--- src/rtl/pll_feed_pkg.sv ---
package pll_feed_pkg;
  localparam logic [1:0] ADDR_CTRL = 2'd0;
  localparam logic [1:0] ADDR_CFG  = 2'd1;
  localparam logic [1:0] ADDR_STAT = 2'd2;
  localparam logic [1:0] ADDR_FEED = 2'd3;

  localparam logic [7:0] FEED_KEY_A = 8'hAA;
  localparam logic [7:0] FEED_KEY_B = 8'h55;

  typedef enum logic {FEED_IDLE, FEED_ARMED} feed_state_e;
endpackage

--- src/rtl/pll_feed_seq.sv ---
module pll_feed_seq
  import pll_feed_pkg::*;
#(
  parameter int FEED_W = 8
) (
  input  logic              clk,
  input  logic              rst_n,
  input  logic              feed_wr,
  input  logic [FEED_W-1:0] feed_data,
  output logic              commit,
  output logic [FEED_W-1:0] feed_q
);
  feed_state_e state_q, state_d;

  // next state: only feed writes move the sequencer
  always_comb begin
    state_d = state_q;
    commit  = 1'b0;
    if (feed_wr) begin
      case (state_q)
        FEED_IDLE: begin
          if (feed_data == FEED_W'(FEED_KEY_A)) state_d = FEED_ARMED;
        end
        FEED_ARMED: begin
          state_d = FEED_IDLE;
          commit  = (feed_data == FEED_W'(FEED_KEY_B));
        end
        default: state_d = FEED_IDLE;
      endcase
    end
  end

  always_ff @(posedge clk or negedge rst_n) begin
    if (!rst_n) begin
      state_q <= FEED_IDLE;
      feed_q  <= '0;
    end else begin
      state_q <= state_d;
      if (feed_wr) feed_q <= feed_data;
    end
  end
endmodule

--- src/rtl/pll_feed_shadow.sv ---
module pll_feed_shadow #(
  parameter int MULT_W = 15,
  parameter int DIV_W  = 8
) (
  input  logic              clk,
  input  logic              rst_n,
  input  logic              ctrl_wr,
  input  logic              cfg_wr,
  input  logic              wr_en,
  input  logic              wr_conn,
  input  logic [MULT_W-1:0] wr_mult,
  input  logic [DIV_W-1:0]  wr_div,
  input  logic              commit,
  output logic              pend_en,
  output logic              pend_conn,
  output logic [MULT_W-1:0] pend_mult,
  output logic [DIV_W-1:0]  pend_div,
  output logic              act_en,
  output logic              act_conn,
  output logic [MULT_W-1:0] act_mult,
  output logic [DIV_W-1:0]  act_div
);
  logic              pend_en_d, pend_conn_d;
  logic [MULT_W-1:0] pend_mult_d;
  logic [DIV_W-1:0]  pend_div_d;
  logic              act_en_d, act_conn_d;
  logic [MULT_W-1:0] act_mult_d;
  logic [DIV_W-1:0]  act_div_d;

  always_comb begin
    pend_en_d   = pend_en;
    pend_conn_d = pend_conn;
    pend_mult_d = pend_mult;
    pend_div_d  = pend_div;
    if (ctrl_wr) begin
      pend_en_d   = wr_en;
      pend_conn_d = wr_conn;
    end
    if (cfg_wr) begin
      pend_mult_d = wr_mult;
      pend_div_d  = wr_div;
    end
  end

  // applied copy: connect is granted only together with enable
  always_comb begin
    act_en_d   = act_en;
    act_conn_d = act_conn;
    act_mult_d = act_mult;
    act_div_d  = act_div;
    if (commit) begin
      act_en_d   = pend_en;
      act_conn_d = pend_conn & pend_en;
      act_mult_d = pend_mult;
      act_div_d  = pend_div;
    end
  end

  always_ff @(posedge clk or negedge rst_n) begin
    if (!rst_n) begin
      pend_en   <= 1'b0;
      pend_conn <= 1'b0;
      pend_mult <= '0;
      pend_div  <= '0;
      act_en    <= 1'b0;
      act_conn  <= 1'b0;
      act_mult  <= '0;
      act_div   <= '0;
    end else begin
      pend_en   <= pend_en_d;
      pend_conn <= pend_conn_d;
      pend_mult <= pend_mult_d;
      pend_div  <= pend_div_d;
      act_en    <= act_en_d;
      act_conn  <= act_conn_d;
      act_mult  <= act_mult_d;
      act_div   <= act_div_d;
    end
  end
endmodule

--- src/rtl/pll_feed_rdmux.sv ---
module pll_feed_rdmux
  import pll_feed_pkg::*;
#(
  parameter int DATA_W  = 32,
  parameter int MULT_W  = 15,
  parameter int DIV_W   = 8,
  parameter int DIV_LSB = 16,
  parameter int FEED_W  = 8
) (
  input  logic [1:0]        addr,
  input  logic              pend_en,
  input  logic              pend_conn,
  input  logic [MULT_W-1:0] pend_mult,
  input  logic [DIV_W-1:0]  pend_div,
  input  logic              act_en,
  input  logic              act_conn,
  input  logic [MULT_W-1:0] act_mult,
  input  logic [DIV_W-1:0]  act_div,
  input  logic              lock_in,
  input  logic [FEED_W-1:0] feed_q,
  output logic [DATA_W-1:0] rdata
);
  localparam int EN_BIT   = DIV_LSB + DIV_W;
  localparam int CONN_BIT = EN_BIT + 1;
  localparam int LOCK_BIT = EN_BIT + 2;

  always_comb begin
    rdata = '0;
    case (addr)
      ADDR_CTRL: begin
        rdata[0] = pend_en;
        rdata[1] = pend_conn;
      end
      ADDR_CFG: begin
        rdata[MULT_W-1:0]         = pend_mult;
        rdata[DIV_LSB +: DIV_W]   = pend_div;
      end
      ADDR_STAT: begin
        rdata[MULT_W-1:0]         = act_mult;
        rdata[DIV_LSB +: DIV_W]   = act_div;
        rdata[EN_BIT]             = act_en;
        rdata[CONN_BIT]           = act_conn;
        rdata[LOCK_BIT]           = lock_in & act_en;
      end
      default: rdata[FEED_W-1:0] = feed_q;
    endcase
  end
endmodule

--- src/rtl/pll_feed_regs.sv ---
module pll_feed_regs
  import pll_feed_pkg::*;
#(
  parameter int DATA_W  = 32,
  parameter int MULT_W  = 15,
  parameter int DIV_W   = 8,
  parameter int DIV_LSB = 16,
  parameter int FEED_W  = 8
) (
  input  logic              clk,
  input  logic              rst_n,
  input  logic              reg_wr,
  input  logic [1:0]        reg_addr,
  input  logic [DATA_W-1:0] reg_wdata,
  output logic [DATA_W-1:0] reg_rdata,
  input  logic              pll_lock_in,
  output logic              pll_en_o,
  output logic              pll_conn_o,
  output logic [MULT_W-1:0] pll_mult_o,
  output logic [DIV_W-1:0]  pll_div_o
);
  logic              ctrl_wr, cfg_wr, feed_wr, commit;
  logic [FEED_W-1:0] feed_q;
  logic              pend_en, pend_conn;
  logic [MULT_W-1:0] pend_mult;
  logic [DIV_W-1:0]  pend_div;
  logic              unused_wdata;

  assign ctrl_wr = reg_wr && (reg_addr == ADDR_CTRL);
  assign cfg_wr  = reg_wr && (reg_addr == ADDR_CFG);
  assign feed_wr = reg_wr && (reg_addr == ADDR_FEED);
  assign unused_wdata = ^reg_wdata;

  pll_feed_seq #(.FEED_W(FEED_W)) seq_i (
    .clk       (clk),
    .rst_n     (rst_n),
    .feed_wr   (feed_wr),
    .feed_data (reg_wdata[FEED_W-1:0]),
    .commit    (commit),
    .feed_q    (feed_q)
  );

  pll_feed_shadow #(.MULT_W(MULT_W), .DIV_W(DIV_W)) shadow_i (
    .clk       (clk),
    .rst_n     (rst_n),
    .ctrl_wr   (ctrl_wr),
    .cfg_wr    (cfg_wr),
    .wr_en     (reg_wdata[0]),
    .wr_conn   (reg_wdata[1]),
    .wr_mult   (reg_wdata[MULT_W-1:0]),
    .wr_div    (reg_wdata[DIV_LSB +: DIV_W]),
    .commit    (commit),
    .pend_en   (pend_en),
    .pend_conn (pend_conn),
    .pend_mult (pend_mult),
    .pend_div  (pend_div),
    .act_en    (pll_en_o),
    .act_conn  (pll_conn_o),
    .act_mult  (pll_mult_o),
    .act_div   (pll_div_o)
  );

  pll_feed_rdmux #(
    .DATA_W(DATA_W), .MULT_W(MULT_W), .DIV_W(DIV_W),
    .DIV_LSB(DIV_LSB), .FEED_W(FEED_W)
  ) rdmux_i (
    .addr      (reg_addr),
    .pend_en   (pend_en),
    .pend_conn (pend_conn),
    .pend_mult (pend_mult),
    .pend_div  (pend_div),
    .act_en    (pll_en_o),
    .act_conn  (pll_conn_o),
    .act_mult  (pll_mult_o),
    .act_div   (pll_div_o),
    .lock_in   (pll_lock_in),
    .feed_q    (feed_q),
    .rdata     (reg_rdata)
  );
endmodule

--- config.mk ---
export PLATFORM = sky130hd
export DESIGN_NAME = pll_feed_regs
export DESIGN_NICKNAME = d
export VERILOG_FILES = /design/src/rtl/pll_feed_pkg.sv /design/src/rtl/pll_feed_seq.sv /design/src/rtl/pll_feed_shadow.sv /design/src/rtl/pll_feed_rdmux.sv /design/src/rtl/pll_feed_regs.sv
export SDC_FILE = /design/constraint.sdc
export NUM_CORES = 1
export LEC_CHECK = 0
export ABC_CLOCK_PERIOD_IN_PS = 1600
export BUFFER_PORTS_ARGS = -buffer_cell sky130_fd_sc_hd__buf_2
export CELL_PAD_IN_SITES_DETAIL_PLACEMENT = 1
export CELL_PAD_IN_SITES_GLOBAL_PLACEMENT = 1
export CORE_MARGIN = 4
export CORE_UTILIZATION = 30
export DETAILED_ROUTE_END_ITERATION = 7
export PLACE_DENSITY_LB_ADDON = 0.1
export SLEW_MARGIN = 40
export SYNTH_ARGS = -nofsm -noshare
export SYNTH_HDL_FRONTEND = slang
export SYNTH_SLANG_ARGS = --single-unit
--- constraint.sdc ---
create_clock -name clk -period 1.6 [get_ports clk]
set_input_delay 0 -clock clk [delete_from_list [all_inputs] [get_ports clk]]
set_output_delay 0 -clock clk [all_outputs]
set_load 0.02 [all_outputs]
Word level (Yosys, flattened, before mapping)
Index checks and enable logic that the tools add are counted.
{"block": "totals", "regBits": 59, "latchBits": 0, "ram_bits": 0, "romBits": 0, "in_bits": 38, "out_inout_bits": 57, "word_cells": 31, "n_memories": 0}
{"block": "classes", "n_addsub": 0, "n_mul": 0, "div": 0, "n_lt_le_gt_ge": 0, "n_eq_ne": 5, "n_shift": 0, "n_mux": 9, "bitwise": 3, "reduce_logical": 4}
{"operator": "$pmux W6 S3", "count": 1}
{"operator": "$pmux W8 S2", "count": 1}
{"operator": "$pmux W7 S2", "count": 1}
{"operator": "$eq A8 B7 Y1 const B", "count": 1}
{"operator": "$eq A8 B8 Y1 const B", "count": 1}
{"operator": "$pmux W2 S3", "count": 1}
{"operator": "$eq A2 B2 Y1 const B", "count": 2}
{"operator": "$logic_and A1 B1 Y1", "count": 3}
{"operator": "$mux W1", "count": 3}
{"operator": "$mux W3", "count": 1}
{"operator": "$and A1 B1 Y1", "count": 2}
{"operator": "$eq A2 B1 Y1 const B", "count": 1}
{"operator": "$logic_not A2 Y1", "count": 1}
{"operator": "$pmux W1 S2", "count": 1}
{"operator": "$not A1 Y1", "count": 1}

Logic depth before layout (Yosys ltp)
Gate-level depths: netlist of the first run.
{"block": "logic_depth", "depth_word": 3, "depth_mapped": 5, "mapped_depth_nobuf": 4}

By module
From an unflattened synthesis of the first run, not the netlist that was laid out.
{"block": "hier_totals", "hier_cells": 214, "area_unflattened_um2": 2917.8}
{"module": "pll_feed_shadow", "n_inst": 1, "cells_each": 107, "area_per_inst_um2": 1958.1, "seq_area_each_um2": 1251.2}
{"module": "pll_feed_rdmux", "n_inst": 1, "cells_each": 78, "area_per_inst_um2": 531.8, "seq_area_each_um2": 0.0}
{"module": "pll_feed_seq", "n_inst": 1, "cells_each": 26, "area_per_inst_um2": 399.1, "seq_area_each_um2": 225.2}
{"module": "pll_feed_regs", "n_inst": 1, "cells_each": 3, "area_per_inst_um2": 28.8, "seq_area_each_um2": 0.0}

Least setup slack after synthesis of the first run
No wires, ideal clock.
{"block": "synth_path", "path_kind": "reg2reg", "from": "register seq_i.state_q", "to": "register shadow_i.act_div[7]", "setup_ns": 0.125, "arrival_ns": 1.355, "t_required_ns": 1.475, "path_slack_ns": 0.120, "path_stages_with_launch": 5, "n_path_buf": 1, "synth_period_minus_slack_ns": 1.480, "path_cell_list": "dfrtp_1 nand2b_1 nor4_4 buf_6 mux2_4"}
{"block": "synth_between", "elab_chain_len": 2}
{"item": "start: declaration", "line": "pll_feed_seq.sv:13", "source": "feed_state_e state_q, state_d;"}
{"item": "start signal: assignment", "line": "pll_feed_seq.sv:38", "source": "state_q <= state_d;"}
{"item": "$mux W1", "line": "pll_feed_seq.sv:20", "source": "case (state_q)"}
{"item": "$mux W1", "line": "pll_feed_seq.sv:19", "source": "if (feed_wr) begin"}
{"item": "end signal: assignment", "line": "pll_feed_shadow.sv:77", "source": "act_div <= act_div_d;"}
{"item": "end: declaration", "line": "pll_feed_shadow.sv:21", "source": "output logic [DIV_W-1:0] act_div"}
Every way passes these cells.
A chain may end at the register's enable or synchronous reset.

Worst setup path in the final report of the first run
{"block": "layout_path", "from": "input port reg_wdata[7]", "to": "register shadow_i.act_mult[0]"}
{"block": "layout_between", "elab_chain_len": 3}
{"item": "start: declaration", "line": "pll_feed_regs.sv:14", "source": "input logic [DATA_W-1:0] reg_wdata,"}
{"item": "$eq A8 B7 Y1", "line": "pll_feed_seq.sv:26", "source": "commit = (feed_data == FEED_W'(FEED_KEY_B));"}
{"item": "$mux W1", "line": "pll_feed_seq.sv:20"}
{"item": "$mux W1", "line": "pll_feed_seq.sv:19"}
{"item": "end signal: assignment", "line": "pll_feed_shadow.sv:76", "source": "act_mult <= act_mult_d;"}
{"item": "end: declaration", "line": "pll_feed_shadow.sv:20", "source": "output logic [MULT_W-1:0] act_mult,"}
Every way passes these cells.

==> flow_summary.ini, run 1 <==
[synth]
yosys_warnings = 0
netlist.area_leader.share = 0.513
yosysTopAreaCell = dfrtp_1
synth_ff_type = dfrtp_1
synth_common_cells = 59 x dfrtp_1, 38 x mux2_2, 21 x a22oi_1, 19 x mux2_4, 15 x nor2b_1
syn_area_per_cell_sq_um = 13.5
syn_inst = 213
yosys-top-cells-area = dfrtp_1 51%, mux2_2 15%, mux2_4 9.9%
synth.distinct_cells = 26
ys_ff_latch = 59
synth_edf_count = 0
synth_area_sq_um = 2880
yosysMostFrequentCell = dfrtp_1
synth_seq_area_share = 0.513
async_flop_share = 1.00

[setup_path]
cp.required_ns = 1.81
r2r_start = seq_i.state_q$_DFFE_PN0P_
crit_path_max_fanout = 12
crit_type = input pin to flip-flop
endpoint_kind = flip-flop
cp.arrival_ns = 1.77
worst_setup_path_start_kind = input pin
startpoint = reg_wdata[7]

[layout]
finish.utilization = 0.426
fillers = 1042
multi_input_area_sq_um = 1310
syn_to_final_growth_pct = 37.2
final-seq-area_sq_um = 1480
drive_above_1_share = 0.504
nets = 374
antenna_cells = 0
fin_cells = 464

[clocking]
cts_root_buffer = clkbuf_8
cts_tree = done
cts_num_sinks = 59
numCtsBuffers = 9
clk_path_buf_depth = 2
clk_pin_slew_ns = 0.06
cts_setup_buffers = 0
clk_latency_ns = 0.33
htree_levels = 3

[routing]
ant_nets = 0
vias = 2065
drc = 0
avgRoutedWirePerCell_um = 16.5
drt_iter0_drc = 50
wl_um = 7670
vias_per_cell = 4.45
dr.pass1.iters = 4

[floorplanning]
die_y_um = 106
initial_core_util = 0.310
dieArea_sq_um = 11200
die_x_um = 106
io_pins = 95
core_sq_um = 9280
fp-row-count = 35

[placement]
place.gp.congestion = 0.659
dpl.hpwl_um = 5250
post-place-ws_ns = 0.0537
port-buffer-count = 79
dp.cells = 424

[sta]
drv_slew = 0
finClkSkew_ns = 0.0102
fmax_ghz = 0.639
setup-tns-final_ns = 0
period_needed_ns = 1.56
hold-worst-slack_ns = 0.0457
fin_crit_sh = 0.978
finalHoldViolCount = 0
rsz0062_at_grt = false
setup_violations = 0
setup_ws_ns = 0.0358

[min_path]
hp-class = input pin to flip-flop
hp-start = reg_wdata[5]

[grt]
grt_pass1_wl_um = 12600
grt_pass1_vias = 2259
grtUsageTotal = 0.144
grt_overflow = 0
grt_max_degree = 60
antenna_found_initial = 0

[outcome]
status = completed

[run]
max-cap-violations = 0

[pwr]
p_leak_nw = 1.94
ir_drop_mv = 0.415
cellPowerDensity_nw_per_um2 = 984
==> flip-flops by register name, summed over array words and instances (netlist names) <==
signal	count
seq_i.feed_q	8
shadow_i.act_mult	15
shadow_i.pend_en	1
shadow_i.pend_mult	15
shadow_i.act_div	8
shadow_i.act_conn	1
shadow_i.act_en	1
seq_i.state_q	1
shadow_i.pend_div	8
shadow_i.pend_conn	1
==> cell type report <==
cell class / instances / area share
well taps: 129 / 0.0408
flip-flops and latches: 59 / 0.374
repair buffers: 117 / 0.193
multi-input cells: 138 / 0.331
clock inverters: 4 / 0.0184
clock buffers: 12 / 0.0393
inverters: 5 / 0.00475
==> critical path, stage by stage <==
cell           delay, ns
dlygate4sd3_1       0.54
buf_2               0.15
nand2b_1            0.17
nor4_4              0.32
buf_6               0.25
mux2_2              0.35
==> layout by cell type, fill, tap and decap left out, drive strengths merged <==
cell	n
a222oi	2
clkinv	1
o21ai	7
nor2b	15
nand2	11
and3	1
buf	93
nand3b	1
clkbuf	12
nor4	1
bufinv	2
dfrtp	59
nand2b	1
conb	6
inv	5
dlygate4sd3	24
mux2	57
and2	2
nand4bb	1
mux2i	3
a22oi	21
nor4bb	1
nand4	1
clkinvlp	1
ha	6
and4bb	1
==> path summary, 6_finish.rpt <==
path	end	slack [ns]	cells past startpoint
min	shadow_i.pend_mult[5]$_DFFE_PN0P_	0.05	3
min reg2reg	seq_i.state_q$_DFFE_PN0P_	0.51	1
max reg2reg	shadow_i.act_mult[0]$_DFFE_PN0P_	0.10	4
max	shadow_i.act_mult[0]$_DFFE_PN0P_	0.04	6
max in group asynchronous	seq_i.feed_q[7]$_DFFE_PN0P_	1.09	3
min in group asynchronous	shadow_i.act_div[1]$_DFFE_PN0P_	0.21	3
==> where the power goes <==
part           total [mW]  switching [mW]  internal [mW]  leakage [nW]
registers            1.76           0.108           1.65         0.749
clock network        1.54           0.580          0.960         0.113
logic               0.587           0.287          0.299          1.08
total                3.89           0.976           2.91          1.94
==> metrics by stage <==
step,power [mW],cell area [sq um]
floorplan,2.11,2900
global placement,2.32,3480
detailed placement,2.34,3480
CTS,3.97,3940
global route,4.12,3950
finish,3.89,3950
==> per-layer routing <==
layer,up-vias,track usage,wire [um]
met5,-,0,0
met4,0,0.0352,63
met3,6,0.0443,390
met2,54,0.230,3660
met1,1021,0.191,3550
li1,984,-,-
==> kinds of logic (layout without fill, tap and decap cells) <==
group | Yosys count | count (layout) | synth area share
muxes | 60 | 60 | 0.258
adders and majority gates | 6 | 6 | 0.0261
DFF | 59 | 59 | 0.513
other | 1 | 6 | 0.00130
AOI/OAI and AO/OA | 30 | 30 | 0.0738
buffers and inverters | 21 | 138 | 0.0404
and+or+nand+nor | 36 | 36 | 0.0878
==> timing repair <==
action,4_1_cts,5_1_grt
hold endpoints to repair,90,0
hold buffers,24,0
resized for setup,0,2
setup endpoints to repair,0,3
Note: power is estimated with default switching activity, not from simulation.
==> run 2, diff against run 1 <==
--- a/config.mk
+++ b/config.mk
@@ -9,11 +9,11 @@
 export BUFFER_PORTS_ARGS = -buffer_cell sky130_fd_sc_hd__buf_2
 export CELL_PAD_IN_SITES_DETAIL_PLACEMENT = 1
 export CELL_PAD_IN_SITES_GLOBAL_PLACEMENT = 1
-export CORE_MARGIN = 4
 export CORE_UTILIZATION = 30
 export DETAILED_ROUTE_END_ITERATION = 7
 export PLACE_DENSITY_LB_ADDON = 0.1
 export SLEW_MARGIN = 40
 export SYNTH_ARGS = -nofsm -noshare
 export SYNTH_HDL_FRONTEND = slang
+export SYNTH_HIERARCHICAL = 1
 export SYNTH_SLANG_ARGS = --single-unit
==> run 2 against run 1 <==
Effect of this change:
- critical path depth unchanged
- register-to-register slack improved by 0.23 ns
- cell count decreased by 0.86%
- clock skew decreased by 0.0037 ns
- synthesized cell count increased by 0.47%
- die area decreased by 9.9%
- largest cell class unchanged
- highest routed layer unchanged
==> flow_summary.ini, run 2 <==
[placement]
dpl.hpwl_um = 4940
port-buffer-count = 79
place.gp.congestion = 0.677
dp.cells = 422

[setup_path]
cp.arrival_ns = 1.75
worst_setup_path_start_kind = input pin
cp.required_ns = 1.81
crit_path_max_fanout = 6
crit_type = input pin to flip-flop
endpoint_kind = flip-flop

[sta]
fmax_ghz = 0.647
hold-worst-slack_ns = 0.0185
setup-tns-final_ns = 0
setup_violations = 0
fin_crit_sh = 0.966
finalHoldViolCount = 0
rsz0062_at_grt = false
period_needed_ns = 1.55
drv_slew = 0
finClkSkew_ns = 0.00645

[layout]
drive_above_1_share = 0.517
syn_to_final_growth_pct = 34.0
reg.largest.list = shadow_i/act_mult (15), shadow_i/pend_mult (15)
layout.cells.most_common = buf_2
mostFrequentLayoutCells = 78 x buf_2, 59 x dfrtp_1, 39 x mux2_2, 23 x dlygate4sd3_1, 21 x a22oi_1
fin_cells = 460
antenna_cells = 0
finish.utilization = 0.419
nets = 371

[run]
max-cap-violations = 0

[clocking]
clk_pin_slew_ns = 0.06
cts_setup_buffers = 0
numCtsBuffers = 9
cts_root_buffer = clkbuf_8
clk_path_buf_depth = 2
htree_levels = 3
cts_tree = done
clk_latency_ns = 0.32
cts_num_sinks = 59

[synth]
synth_common_cells = 59 x dfrtp_1, 39 x mux2_2, 21 x a22oi_1, 18 x mux2_4, 15 x nor2b_1
synth.distinct_cells = 31
synth_area_sq_um = 2920
yosysMostFrequentCell = dfrtp_1
netlist.area_leader.share = 0.506
synth_ff_type = dfrtp_1
synth_seq_area_share = 0.506
syn_area_per_cell_sq_um = 13.6
yosys_warnings = 6
yosysTopAreaCell = dfrtp_1
ys_ff_latch = 59
syn_inst = 214
yosys-top-cells-area = dfrtp_1 51%, mux2_2 15%, mux2_4 9.3%
synth_edf_count = 0
async_flop_share = 1.00

[routing]
wl_um = 7350
drt_iter0_drc = 49
avgRoutedWirePerCell_um = 16.0
vias = 2144
drc = 0
dr.pass1.iters = 4
ant_nets = 0
vias_per_cell = 4.66

[floorplanning]
io_pins = 95
dieArea_sq_um = 10100
initial_core_util = 0.313
core_sq_um = 9330
fp-row-count = 35
die_y_um = 101
die_x_um = 101

[pwr]
cellPowerDensity_nw_per_um2 = 897
power_mw = 3.51
ir_drop_mv = 0.370
p_leak_nw = 1.91

[grt]
grt_max_degree = 60
grt_pass1_vias = 2236
grt_overflow = 0
grt_pass1_wl_um = 11900
grtUsageTotal = 0.156
antenna_found_initial = 0

[outcome]
status = completed

[min_path]
hp-class = input pin to flip-flop
run 2: logic make-up after synthesis:
logic type,after synthesis,share of synthesized area
fa+ha+maj,5,0.0214
buf+inv,24,0.0643
flops,59,0.506
other cells,1,0.00129
simple gates,35,0.0798
mux,59,0.250
compound gates,31,0.0772
run 2: critical path, stage by stage:
cell and delay (ns):
dlygate4sd3_1 0.54, buf_4 0.16, nor4bb_4 0.26, and4_4 0.30
buf_4 0.19, mux2_4 0.31
run 2: cell type report:
cell class / instances / area (sq um)
clock buffers: 11 / 151
clock inverters: 3 / 15.0
fillers: 1027 / 5420
inverters: 5 / 18.8
multi-input cells: 136 / 1290
flip-flops and latches: 59 / 1480
well taps: 129 / 161
repair buffers: 117 / 796
run 2: what timing repair did:
item / CTS / global route
gates resized for setup: 0 / 4
hold buffers: 23 / 0
setup endpoints to repair: 0 / 20
hold endpoints to repair: 89 / 0
run 2: worst paths after layout:
path	start	endpoint	slack [ns]	cells past startpoint
min reg2reg	seq_i/feed_q[5]$_DFFE_PN0P_	seq_i/feed_q[5]$_DFFE_PN0P_	0.51	1
min in group asynchronous	rst_n	seq_i/feed_q[0]$_DFFE_PN0P_	0.21	3
max reg2reg	seq_i/state_q$_DFFE_PN0P_	shadow_i/act_mult[2]$_DFFE_PN0P_	0.33	3
max	reg_wdata[7]	shadow_i/act_mult[2]$_DFFE_PN0P_	0.05	6
max in group asynchronous	rst_n	shadow_i/act_div[6]$_DFFE_PN0P_	1.11	3
min	reg_wdata[0]	seq_i/state_q$_DFFE_PN0P_	0.02	3
run 2: routing by layer:
layer | track usage | share of wire
met1 | 0.200 | 0.44
met2 | 0.256 | 0.50
met3 | 0.0513 | 0.050
met4 | 0.0368 | 0.0059
met5 | 0 | 0
run 2: metrics by stage:
| stage | worst slack, ns | instance area, sq um |
|---|---|---|
| detailed placement | 0.0671 | 3470 |
| finish | 0.0542 | 3910 |
| global route | 0.0116 | 3910 |
| CTS | 0.00875 | 3860 |
| global placement | 0.0895 | 3470 |
| floorplan | 0.198 | 2940 |
run 2: power by group:
group / leakage [nW] / total [mW] / switching (mW) / internal [mW]
sequential: 0.749 / 1.76 / 0.111 / 1.65
combinational: 1.07 / 0.579 / 0.279 / 0.301
clock: 0.0908 / 1.16 / 0.544 / 0.621
==> run 3, diff against run 2 <==
--- a/config.mk
+++ b/config.mk
@@ -15,5 +15,4 @@
 export SLEW_MARGIN = 40
 export SYNTH_ARGS = -nofsm -noshare
 export SYNTH_HDL_FRONTEND = slang
-export SYNTH_HIERARCHICAL = 1
 export SYNTH_SLANG_ARGS = --single-unit
==> constraint.sdc (replaced) <==
create_clock -name clk -period 1.6 [get_ports clk]
set_input_delay 0 -clock clk [delete_from_list [all_inputs] [get_ports clk]]
set_output_delay 0 -clock clk [all_outputs]
set_load 0.1 [all_outputs]
==> run 3 against run 2 <==
Effect of this change:
- cell count increased by 0.87%
- die area decreased by 1.3%
- total power increased by 17%
- first-iteration DRC count decreased by 29%
- wire length increased by 2.4%
- cell area increased by 16%
- via count increased by 0.28%
- global-route usage increased by 1.1 points
- combinational power increased by 110%
- critical endpoint is now shadow_i.act_div[3]$_DFFE_PN0P_
==> flow_summary.ini, run 3 (synthesis gave the netlist of run 1 again) <==
[routing]
vias = 2150
ant_nets = 0
dr.pass1.iters = 4
met3_length_um = 264
drc = 0
wl_um = 7530
drt_iter0_drc = 35
topRoutingLayerUsed = met4
met1_length_um = 3550
wl_met2_um = 3650
avgRoutedWirePerCell_um = 16.2
vias_per_cell = 4.63

[setup_path]
crit_type = input pin to flip-flop
endpoint_kind = flip-flop
cp.arrival_ns = 1.79
rr_worst_depth = 4
ff2ff_setup_slack_ns = 0.11
cp.required_ns = 1.81
crit_path_max_fanout = 14
r2r-end = shadow_i.act_div[3]$_DFFE_PN0P_
worst_setup_path_start_kind = input pin
r2r_start = seq_i.state_q$_DFFE_PN0P_

[sta]
worstMarginPinSlew_ns = 0.528
rsz0062_at_grt = true
fin_crit_sh = 0.989
period_needed_ns = 1.58
drv_slew = 0
hold-worst-slack_ns = 0.101
finClkSkew_ns = 0.00857
relSlewSlack = 0.648
setup_violations = 0
finalHoldViolCount = 0
fmax_ghz = 0.632
setup_ws_ns = 0.0177

[layout]
syn_to_final_growth_pct = 57.4
nets = 374
finish.utilization = 0.488
fillers = 956
mostFrequentLayoutCells = 53 x buf_2, 38 x mux2_2, 37 x dfrtp_1, 29 x buf_12, 25 x dlygate4sd3_1
reg.largest.list = shadow_i.act_mult (15), shadow_i.pend_mult (15)
layout.cells.most_common = buf_2
antenna_cells = 0
drive_above_1_share = 0.639

[grt]
grt_pass1_wl_um = 12400
antenna_found_initial = 0
grt_max_degree = 33
grt_overflow = 0
grt_pass1_vias = 2286
grtUsageTotal = 0.167

[floorplanning]
die_y_um = 100
die_x_um = 100
core_sq_um = 9280
initial_core_util = 0.310
dieArea_sq_um = 10000
io_pins = 95
fp-row-count = 35

[min_path]
holdPathStages = 4
hp-start = reg_wdata[5]
min_delay_worst_endpoint = seq_i.state_q$_DFFE_PN0P_
hp-class = input pin to flip-flop

[pwr]
ir_drop_mv = 0.470
p_leak_nw = 2.06
cellPowerDensity_nw_per_um2 = 907
power_mw = 4.11

[run]
max-cap-violations = 0

[clocking]
numCtsBuffers = 9
cts_num_sinks = 59
clk_pin_slew_ns = 0.06
post_cts_resized = 0
htree_levels = 3
clk_path_buf_depth = 2
clk_latency_ns = 0.33
cts_tree = done
cts_root_buffer = clkbuf_8

[placement]
post-place-ws_ns = 0.0664
dpl.hpwl_um = 5210
place.gp.congestion = 0.711
port-buffer-count = 79

[outcome]
status = completed
==> run 3: cell type report <==
type                    instances  area, sq um  share of cell area
well taps                     129          161              0.0356
flip-flops and latches         59         1500               0.332
repair buffers                117         1170               0.258
inverters                       5         18.8             0.00414
multi-input cells             138         1520               0.334
clock inverters                 3         15.0             0.00331
clock buffers                  13          149              0.0328
==> run 3: worst max path at each step <==
stage	start	endpoint	cells after the start	slack [ns]
final	reg_wdata[6]	shadow_i.act_div[3]$_DFFE_PN0P_	6	0.02
after global routing	reg_wdata[7]	shadow_i.act_div[3]$_DFFE_PN0P_	6	-0.05
after CTS	shadow_i.act_mult[1]$_DFFE_PN0P_	reg_rdata[1]	3	0.005
after detailed placement	reg_addr[1]	shadow_i.act_mult[13]$_DFFE_PN0P_	6	0.07
after global placement	reg_addr[1]	shadow_i.act_mult[13]$_DFFE_PN0P_	6	0.09
after floorplan	shadow_i.act_mult[5]$_DFFE_PN0P_	reg_rdata[5]	2	-0.18
==> run 3: per-stage QoR <==
| stage | setup TNS [ns] | std cells | cell area (sq um) |
|---|---|---|---|
| floorplan | -0.177 | 218 | 3140 |
| global placement | 0 | 423 | 4120 |
| detailed placement | 0 | 423 | 4120 |
| CTS | 0 | 464 | 4530 |
| global route | -0.634 | 464 | 4530 |
| finish | 0 | 464 | 4530 |
==> run 3: power by group <==
group,internal (mW),switching (mW),leakage (nW)
clock network,0.598,0.560,0.0872
logic,0.503,0.693,1.26
registers,1.65,0.108,0.712
==> run 3: per-layer routing <==
metal / vias to the layer above / track usage
met2: 61 / 0.266
li1: 989 / -
met5: - / 0
met1: 1093 / 0.223
met3: 7 / 0.0369
met4: 0 / 0.0602
==> run 3: what timing repair did <==
| action | 4_1_cts | 5_1_grt |
|---|---|---|
| hold endpoints to repair | 54 | 0 |
| hold buffers | 25 | 0 |
| setup endpoints to repair | 1 | 22 |
| pin swaps | 1 | 0 |
| setup buffers | 0 | 0 |
==> run 3: worst max-delay path, cell delays in order <==
cell	delay (ns)
dlygate4sd3_1	0.53
buf_2	0.16
nand4bb_4	0.12
nor4_4	0.31
buf_4	0.34
mux2_4	0.33
